`config.mk`:
```
export PLATFORM = sky130hd
export DESIGN_NAME = adc_seq_timer
export DESIGN_NICKNAME = d
export VERILOG_FILES = /design/src/rtl/adc_seq_pkg.sv /design/src/rtl/adc_conv_stub.sv /design/src/rtl/adc_result_bank.sv /design/src/rtl/adc_seq_ctrl.sv /design/src/rtl/adc_seq_timer.sv
export SDC_FILE = /design/constraint.sdc
export NUM_CORES = 1
export LEC_CHECK = 0
export BUFFER_PORTS_ARGS = -buffer_cell sky130_fd_sc_hd__buf_2
export CAP_MARGIN = 25
export CORE_MARGIN = 2
export CORE_UTILIZATION = 50
export CTS_CLUSTER_SIZE = 8
export DETAILED_ROUTE_END_ITERATION = 7
export GPL_ROUTABILITY_DRIVEN = 1
export HOLD_SLACK_MARGIN = 0.05
export PLACE_DENSITY = 0.8
export SETUP_SLACK_MARGIN = 0.1
export SLEW_MARGIN = 15
export SYNTH_ARGS = -nofsm -noshare
export SYNTH_HDL_FRONTEND = slang
export SYNTH_SLANG_ARGS = --single-unit
```
`constraint.sdc`:
```
create_clock -name clk_i -period 2.4 [get_ports clk_i]
set_clock_uncertainty 0.2 [all_clocks]
set_input_delay 0 -clock clk_i [delete_from_list [all_inputs] [get_ports clk_i]]
set_output_delay 0 -clock clk_i [all_outputs]
set_load 0.02 [all_outputs]
```
`src/rtl/adc_seq_pkg.sv`:
```
package adc_seq_pkg;
    typedef enum logic [1:0] {
        PH_IDLE = 2'd0,
        PH_LAT  = 2'd1,
        PH_SAMP = 2'd2,
        PH_CONV = 2'd3
    } phase_e;

    localparam int TRIG_LAT = 2;
endpackage

```
`src/rtl/adc_conv_stub.sv`:
```
module adc_conv_stub #(
    parameter int CH_W    = 4,
    parameter int RES_W   = 12,
    parameter int RES_MUL = 257,
    parameter int RES_OFS = 5
) (
    input  logic [CH_W-1:0]  ch_i,
    output logic [RES_W-1:0] data_o
);
    // Stand-in for the analog converter: word derived from the channel.
    always_comb begin
        data_o = RES_W'(int'(ch_i) * RES_MUL + RES_OFS);
    end
endmodule

```
`src/rtl/adc_result_bank.sv`:
```
module adc_result_bank #(
    parameter int NUM_SLOTS = 4,
    parameter int RES_W     = 12
) (
    input  logic                       clk_i,
    input  logic                       rst_ni,
    input  logic [NUM_SLOTS-1:0]       wr_i,
    input  logic [RES_W-1:0]           data_i,
    output logic [NUM_SLOTS*RES_W-1:0] result_o
);
    for (genvar g = 0; g < NUM_SLOTS; g++) begin : g_slot
        logic [RES_W-1:0] res_d, res_q;

        always_comb begin
            res_d = wr_i[g] ? data_i : res_q;
        end

        always_ff @(posedge clk_i or negedge rst_ni) begin
            if (!rst_ni) res_q <= '0;
            else         res_q <= res_d;
        end

        assign result_o[g*RES_W +: RES_W] = res_q;
    end
endmodule

```
`src/rtl/adc_seq_ctrl.sv`:
```
module adc_seq_ctrl
    import adc_seq_pkg::*;
#(
    parameter int NUM_SLOTS   = 4,
    parameter int CH_W        = 4,
    parameter int ACQ_W       = 6,
    parameter int CONV_CYCLES = 21,
    localparam int SLOT_W     = $clog2(NUM_SLOTS),
    localparam int CONV_W     = $clog2(CONV_CYCLES),
    localparam int CNT_W      = (ACQ_W > CONV_W) ? ACQ_W : CONV_W
) (
    input  logic                      clk_i,
    input  logic                      rst_ni,
    input  logic                      trig_i,
    input  logic                      ovf_clr_i,
    input  logic [ACQ_W-1:0]          acq_i,
    input  logic [NUM_SLOTS*CH_W-1:0] chsel_i,
    input  logic [SLOT_W-1:0]         int_slot_i,
    input  logic                      int_late_i,
    output logic [CH_W-1:0]           ch_o,
    output logic                      sample_o,
    output logic                      conv_o,
    output logic [NUM_SLOTS-1:0]      eoc_o,
    output logic                      int_o,
    output logic                      busy_o,
    output logic                      ovf_o
);
    localparam logic [CNT_W-1:0]  CONV_LAST = CNT_W'(CONV_CYCLES - 1);
    localparam logic [CNT_W-1:0]  LAT_LAST  = CNT_W'(TRIG_LAT - 1);
    localparam logic [SLOT_W-1:0] SLOT_LAST = SLOT_W'(NUM_SLOTS - 1);

    typedef struct packed {
        phase_e              phase;
        logic [SLOT_W-1:0]   slot;
        logic [CNT_W-1:0]    cnt;
        logic                ovf;
    } seq_st_t;

    seq_st_t st_d, st_q;
    logic    samp_end, conv_end;

    always_comb begin
        st_d     = st_q;
        samp_end = (st_q.phase == PH_SAMP) && (st_q.cnt == CNT_W'(acq_i));
        conv_end = (st_q.phase == PH_CONV) && (st_q.cnt == CONV_LAST);

        unique case (st_q.phase)
            PH_IDLE: begin
                if (trig_i) begin
                    st_d.phase = PH_LAT;
                    st_d.slot  = '0;
                    st_d.cnt   = '0;
                end
            end
            PH_LAT: begin
                if (st_q.cnt == LAT_LAST) begin
                    st_d.phase = PH_SAMP;
                    st_d.cnt   = '0;
                end else begin
                    st_d.cnt = st_q.cnt + 1'b1;
                end
            end
            PH_SAMP: begin
                if (samp_end) begin
                    st_d.phase = PH_CONV;
                    st_d.cnt   = '0;
                end else begin
                    st_d.cnt = st_q.cnt + 1'b1;
                end
            end
            PH_CONV: begin
                if (conv_end) begin
                    st_d.cnt = '0;
                    if (st_q.slot == SLOT_LAST) begin
                        st_d.phase = PH_IDLE;
                        st_d.slot  = '0;
                    end else begin
                        st_d.phase = PH_SAMP;
                        st_d.slot  = st_q.slot + 1'b1;
                    end
                end else begin
                    st_d.cnt = st_q.cnt + 1'b1;
                end
            end
            default: st_d.phase = PH_IDLE;
        endcase

        // Overflow: a trigger while running is dropped; set beats clear.
        if (trig_i && (st_q.phase != PH_IDLE)) st_d.ovf = 1'b1;
        else if (ovf_clr_i)                    st_d.ovf = 1'b0;
    end

    always_ff @(posedge clk_i or negedge rst_ni) begin
        if (!rst_ni) begin
            st_q.phase <= PH_IDLE;
            st_q.slot  <= '0;
            st_q.cnt   <= '0;
            st_q.ovf   <= 1'b0;
        end else begin
            st_q <= st_d;
        end
    end

    for (genvar g = 0; g < NUM_SLOTS; g++) begin : g_eoc
        assign eoc_o[g] = conv_end && (st_q.slot == SLOT_W'(g));
    end

    assign ch_o     = chsel_i[st_q.slot*CH_W +: CH_W];
    assign sample_o = (st_q.phase == PH_SAMP);
    assign conv_o   = (st_q.phase == PH_CONV);
    assign busy_o   = (st_q.phase != PH_IDLE);
    assign ovf_o    = st_q.ovf;
    assign int_o    = (st_q.slot == int_slot_i) && (int_late_i ? conv_end : samp_end);
endmodule

```
`src/rtl/adc_seq_timer.sv`:
```
module adc_seq_timer #(
    parameter int NUM_SLOTS   = 4,
    parameter int CH_W        = 4,
    parameter int ACQ_W       = 6,
    parameter int RES_W       = 12,
    parameter int CONV_CYCLES = 21,
    localparam int SLOT_W     = $clog2(NUM_SLOTS)
) (
    input  logic                       clk_i,
    input  logic                       rst_ni,
    input  logic                       trig_i,
    input  logic                       ovf_clr_i,
    input  logic [ACQ_W-1:0]           acq_i,
    input  logic [NUM_SLOTS*CH_W-1:0]  chsel_i,
    input  logic [SLOT_W-1:0]          int_slot_i,
    input  logic                       int_late_i,
    output logic [CH_W-1:0]            ch_o,
    output logic                       sample_o,
    output logic                       conv_o,
    output logic [NUM_SLOTS-1:0]       eoc_o,
    output logic                       int_o,
    output logic                       busy_o,
    output logic                       ovf_o,
    output logic [NUM_SLOTS*RES_W-1:0] result_o
);
    logic [RES_W-1:0] conv_data;

    adc_seq_ctrl #(
        .NUM_SLOTS  (NUM_SLOTS),
        .CH_W       (CH_W),
        .ACQ_W      (ACQ_W),
        .CONV_CYCLES(CONV_CYCLES)
    ) u_ctrl (
        .clk_i     (clk_i),
        .rst_ni    (rst_ni),
        .trig_i    (trig_i),
        .ovf_clr_i (ovf_clr_i),
        .acq_i     (acq_i),
        .chsel_i   (chsel_i),
        .int_slot_i(int_slot_i),
        .int_late_i(int_late_i),
        .ch_o      (ch_o),
        .sample_o  (sample_o),
        .conv_o    (conv_o),
        .eoc_o     (eoc_o),
        .int_o     (int_o),
        .busy_o    (busy_o),
        .ovf_o     (ovf_o)
    );

    adc_conv_stub #(
        .CH_W (CH_W),
        .RES_W(RES_W)
    ) u_stub (
        .ch_i  (ch_o),
        .data_o(conv_data)
    );

    adc_result_bank #(
        .NUM_SLOTS(NUM_SLOTS),
        .RES_W    (RES_W)
    ) u_bank (
        .clk_i   (clk_i),
        .rst_ni  (rst_ni),
        .wr_i    (eoc_o),
        .data_i  (conv_data),
        .result_o(result_o)
    );
endmodule

```
# Yosys cells after proc, flatten, opt, wreduce, memory -nomap -nowiden
# Cells that the tools add are included.
[word_totals]
reg_bits = 59
in_bits = 29
out_inout_bits = 61
[op_classes]
add_sub_neg = 3
mul = 1
n_eq_ne = 14
shift = 1
muxes = 14
n_reduce_logical = 15
[op_table]
columns = ["operator", "count"]
rows = [
  ["one-hot mux 6 bit (4 select lines)", 1],
  ["two-way mux 6 bit", 3],
  ["variable part select 16 x 5 -> 4 bit", 1],
  ["adder 12 x 4 -> 12 bit, second input constant", 1],
  ["multiplier 4 x 9 -> 12 bit, second input constant", 1],
  ["two-way mux 10 bit", 1],
  ["== test 2 bit, second input constant", 4],
  ["logical AND 1 bit", 8],
  ["two-way mux 4 bit", 2],
  ["one-hot mux 2 bit (4 select lines)", 1],
  ["adder 6 x 1 -> 6 bit, second input constant", 1],
  ["== test 6 x 1 -> 1 bit, second input constant", 1],
  ["== test 6 x 5 -> 1 bit, second input constant", 1],
  ["== test 6 bit", 1],
  ["inequality test 2 x 1 -> 1 bit, second input constant", 3],
  ["nonzero test 2 bit", 3],
  ["== test 2 x 1 -> 1 bit, second input constant", 2],
  ["logical NOT 2 bit", 2],
  ["two-way mux 2 bit", 2],
  ["one-hot mux 2 bit (2 select lines)", 1],
  ["AND reduction 4 bit", 1],
  ["two-way mux 1 bit", 3],
  ["AND reduction 3 bit", 1],
  ["adder 2 x 1 -> 2 bit, second input constant", 1],
  ["other kinds (2)", 2],
]

# Logic depth before layout (Yosys ltp)
[depth]
word_depth = 4
ltp_mapped = 8

# Modules after synthesis
# From an unflattened synthesis, not the netlist that was laid out.
[hier_totals]
hier_cells = 216
area_unflattened_um2 = 3030.4
[modules_own_cells]
columns = ["mod", "n_inst", "cells_each", "area_per_inst_um2"]
rows = [
  ["adc_result_bank", 1, 100, 1936.9],
  ["adc_seq_ctrl", 1, 99, 957.2],
  ["adc_conv_stub", 1, 17, 136.4],
]

# Least setup slack after synthesis
# No wires, ideal clock.
[synth_timing]
path_type = "register -> register"
from = "register u_ctrl.st_q[7] (netlist bit)"
to = "register u_bank.g_slot[0].res_q[3]"
setup_ns = 0.128
arrival_ns = 1.842
required_ns = 2.072
path_slack_ns = 0.230
path_stages_with_launch = 7
path_buffers = 1
synth_period_minus_slack_ns = 2.170
path_cell_list = "dfrtp_1 -> buf_2 -> mux4_2 -> ha_1 -> ha_1 -> xor2_1 -> o21ai_0"
[synth_between]
elab_chain_len = 3
elab_cells_between_ends = 5
classes_between = "add/sub (1); mul (1); shift (1); reduce/logical (2)"
[synth_lines]
columns = ["element", "line", "rtl"]
rows = [
  ["start, declared", "adc_seq_ctrl.sv:39", "seq_st_t st_d, st_q;"],
  ["start signal, assigned", "adc_seq_ctrl.sv:100", "st_q <= st_d;"],
  ["variable part select 16 x 5 -> 4 bit", "adc_seq_ctrl.sv:108", "assign ch_o = chsel_i[st_q.slot*CH_W +: CH_W];"],
  ["multiplier 4 x 9 -> 12 bit", "adc_conv_stub.sv:12", "data_o = RES_W'(int'(ch_i) * RES_MUL + RES_OFS);"],
  ["adder 12 x 4 -> 12 bit", "adc_conv_stub.sv:12", ""],
  ["end signal, assigned", "adc_result_bank.sv:20", "else res_q <= res_d;"],
  ["end, declared", "adc_result_bank.sv:12", "logic [RES_W-1:0] res_d, res_q;"],
]
# Several ways; a longest one is shown, not always the timed one.
# A chain may end at the register's enable or synchronous reset.

# Worst setup path after layout
[layout_timing]
from = "register u_ctrl.st_q[2] (netlist bit)"
to = "register u_ctrl.st_q[10] (netlist bit)"
[layout_between]
elab_chain_len = 4
elab_cells_between_ends = 9
classes_between = "eq/ne (6); reduce/logical (3)"
[layout_lines]
columns = ["element", "line"]
rows = [
  ["== test 6 bit or == test 6 x 5 -> 1 bit (tied branches)", "adc_seq_ctrl.sv:44, adc_seq_ctrl.sv:45"],
  ["logical AND 1 bit, on equally long branches", "adc_seq_ctrl.sv:44, adc_seq_ctrl.sv:45"],
  ["inequality test 2 x 1 -> 1 bit (no line)", "-"],
  ["AND reduction 4 bit (no line) *", "-"],
]
# Mark *: on every way between the ends. The rest lies on a longest branch, timed or not.

==> flow_summary.yaml <==
status:
  outcome: "finished, final reports clean"
critical_path:
  crit-reg2reg-launch: "u_ctrl.st_q[2]"
  cp_data_required_time_ps: 2390
  crit_arrival_ps: 2250
  rrSetupSlack_ps: 140
  setup.worst_path.start_class: "register"
  cp-startpoint: "u_ctrl.st_q[2]"
  crit_fanout: 9
  r2r_end: "u_ctrl.st_q[10]"
  endpoint_kind: "register"
  crit_path_end: "u_ctrl.st_q[10]"
  crit_type: "reg2reg"
  r2r_cells: 7
synthesis:
  netlist-cell-type-count: 38
  netlist.top_cell.by_area: "dfrtp_1"
  synthCells: 271
  synthesis.area_sq_mm: 0.002537
  ys_ff_latch: 51
  postSynthAreaPerCell_sq_um: 9.363
  synth_top_area_share_pct: 50.30
  synth_area_leaders: "dfrtp_1, nand2_1, ha_1, o21ai_0, buf_4"
  ys_seq_area_share_pct: 50.30
  yosysWarnings: 0
timing:
  hold_viol_final: 0
  setup_violations: 0
  rsz0062_at_grt: "yes"
  slew_violations: 0
  layout_min_cycle_time_ps: 2257
  setup_tns_ps: 0
  whs_ps: 42.50
  fin_crit_sh_pct: 94.05
  maxSlewHeadroom_pct: 55.25
  max_freq_ghz: 0.4430
  worst_pin_slew_ps: 669.0
floorplan:
  ioPinCount: 90
  coreArea_sq_mm: 0.004817
  die_x_um: 75.24
  core.rowCount: 25
  start_util_pct: 52.68
  die-area_sq_mm: 0.005661
  die_h_um: 75.24
grt:
  top_usage_layer: "met2"
  grt_pass1_vias: 2185
  grt_pass1_wl_mm: 9.894
  grt_max_degree: 21
  use_met2_pct: 40.06
  grt.met3_usage_pct: 4.552
  overflow: 0
  grt_antenna_before_repair: 0
  grtUsageTotal_pct: 23.48
  met1_usage_pct: 28.94
final_layout:
  num_antenna_cells: 0
  final_common_cell: "nand2_1"
  layout.nets: 407
  drive_above_1_share_pct: 32.43
  final_cell_mix: "nand2_1, buf_2, dfrtp_1"
  area_delta_synth_final_pct: 27.42
  fill_cells: 405
clock_tree:
  numCtsBuffers: 5
  clock_path_buffers: 2
  cts_root_buf: "clkbuf_8"
  ctsHtreeMaxLevel: 2
  cts_sinks: 51
  cts_tree: "built"
  clk_latency_ps: 300
  clk_pin_slew_ps: 90
placement:
  dp_hpwl_mm: 4.494
  routabilityCongestion: 0.8628
  portBuffers: 81
detailed_routing:
  avgRoutedWirePerCell_um: 14.07
  drt_iter0_drc: 160
  routed_wl_mm: 6.105
  dr.pass1.iters: 4
  drc_errors: 0
  vias_per_cell: 5.154
  via_count: 2237
  ant_nets: 0
hold_path:
  hold_class: "in2reg"
  hold_path_depth: 4
power:
  p_leak_uw: 0.001563
  peakVddDrop_uv: 509.2
  power.density_mw_per_mm2: 773.9
run:
  cap_violations: 0
-- where the power goes --
group	switching, uW	internal (uW)
registers	118	956
logic	498	349
clock network	277	305
total	892	1610
-- metrics by stage --
step,power [uW],cells,cell area [sq um],setup WS [ps],utilization [%]
final,2502,434,3233,142.8,67.12
after global routing,2651,434,3233,50.82,67.12
after CTS,2472,433,3204,99.70,66.52
after detailed placement,1872,418,3018,160.8,62.65
after global placement,1843,418,3018,243.9,62.65
after floorplan,1638,278,2564,230.0,-
-- worst max-delay path: stages (launching register included) --
cell and delay [ps]:
dfrtp_1 410, inv_1 100, ha_1 160, or4b_1 460
o31ai_2 220, a21oi_2 110, nor2b_1 150, mux2_1 330
-- routing by layer --
layer	up-vias	wire, um
met2	100	3055
met5	-	0
li1	1059	-
met3	16	392
met4	0	135
met1	1062	2522
-- worst min path at each step --
stage / start / end / slack, ps
floorplan: rst_ni / u_bank.g_slot[0].res_q[0] / -500
global placement: rst_ni / u_bank.g_slot[1].res_q[1] / -270
detailed placement: rst_ni / u_bank.g_slot[1].res_q[1] / -270
CTS: chsel_i[3] / u_bank.g_slot[1].res_q[11] / 50
global route: chsel_i[3] / u_bank.g_slot[1].res_q[11] / 60
finish: chsel_i[3] / u_bank.g_slot[1].res_q[11] / 40
-- flip-flops by register name (all words and copies together), names as in the netlist --
signal and flops:
u_bank.g_slot.res_q 40, u_ctrl.ovf_o 1, u_ctrl.st_q 10
-- Yosys cell counts --
| library cell | count |
|---|---|
| or2_2 | 1 |
| a22o_1 | 1 |
| inv_2 | 1 |
| a21oi_2 | 1 |
| nand2_1 | 89 |
| conb_1 | 1 |
| or3_1 | 1 |
| nor4b_2 | 1 |
| a21oi_1 | 4 |
| mux2_1 | 1 |
| nand3b_1 | 1 |
| clkbuf_2 | 1 |
| nand3_1 | 6 |
| ha_1 | 11 |
| o311ai_1 | 1 |
| and2_1 | 1 |
| or4b_1 | 1 |
| mux4_2 | 4 |
| a21boi_1 | 1 |
| o31ai_2 | 1 |
| o211ai_1 | 3 |
| nand2b_1 | 1 |
| clkbuf_1 | 5 |
| nor2_1 | 10 |
| nor3_1 | 4 |
| o21ai_1 | 2 |
| xor2_1 | 9 |
| buf_2 | 3 |
| inv_1 | 9 |
| o21ai_0 | 22 |
| buf_6 | 1 |
| o31ai_1 | 1 |
| nor4_1 | 1 |
| o21a_1 | 4 |
| buf_4 | 12 |
| nor2b_1 | 2 |
| xnor2_1 | 2 |
| dfrtp_1 | 51 |
-- area by class of cell --
cell class                 instances  area, sq um  share of cell area, %
timing repair buffer             104        598.1                  18.50
inverter                          10        37.54                  1.161
multi-input combinational        195         1129                  34.91
tap                               67        83.83                  2.593
sequential                        51         1279                  39.55
clock buffer                       5        68.82                  2.128
clock inverter                     2        37.54                  1.161
-- repair_timing --
action | in CTS | in global routing
pin swaps | 0 | 1
buffers inserted | 0 | 1
hold buffers | 8 | 0
endpoints found under the hold margin | 62 | 0
endpoints found under the setup margin | 1 | 19
gates resized for setup | 0 | 9
-- cells by family (layout without fill, tap and decap cells) --
logic type / count (synthesis) / after routing / synth area share [%]
and+or+nand+nor: 119 / 119 / 19.63
buffers and inverters: 32 / 121 / 7.002
other: 1 / 8 / 0.1478
muxes: 5 / 5 / 3.994
adders and majority gates: 11 / 11 / 5.424
AOI/OAI and AO/OA: 41 / 41 / 9.715
xor gates and xnor gates: 11 / 11 / 3.797
DFF: 51 / 51 / 50.30
Note: power is estimated with default switching activity, not from simulation.
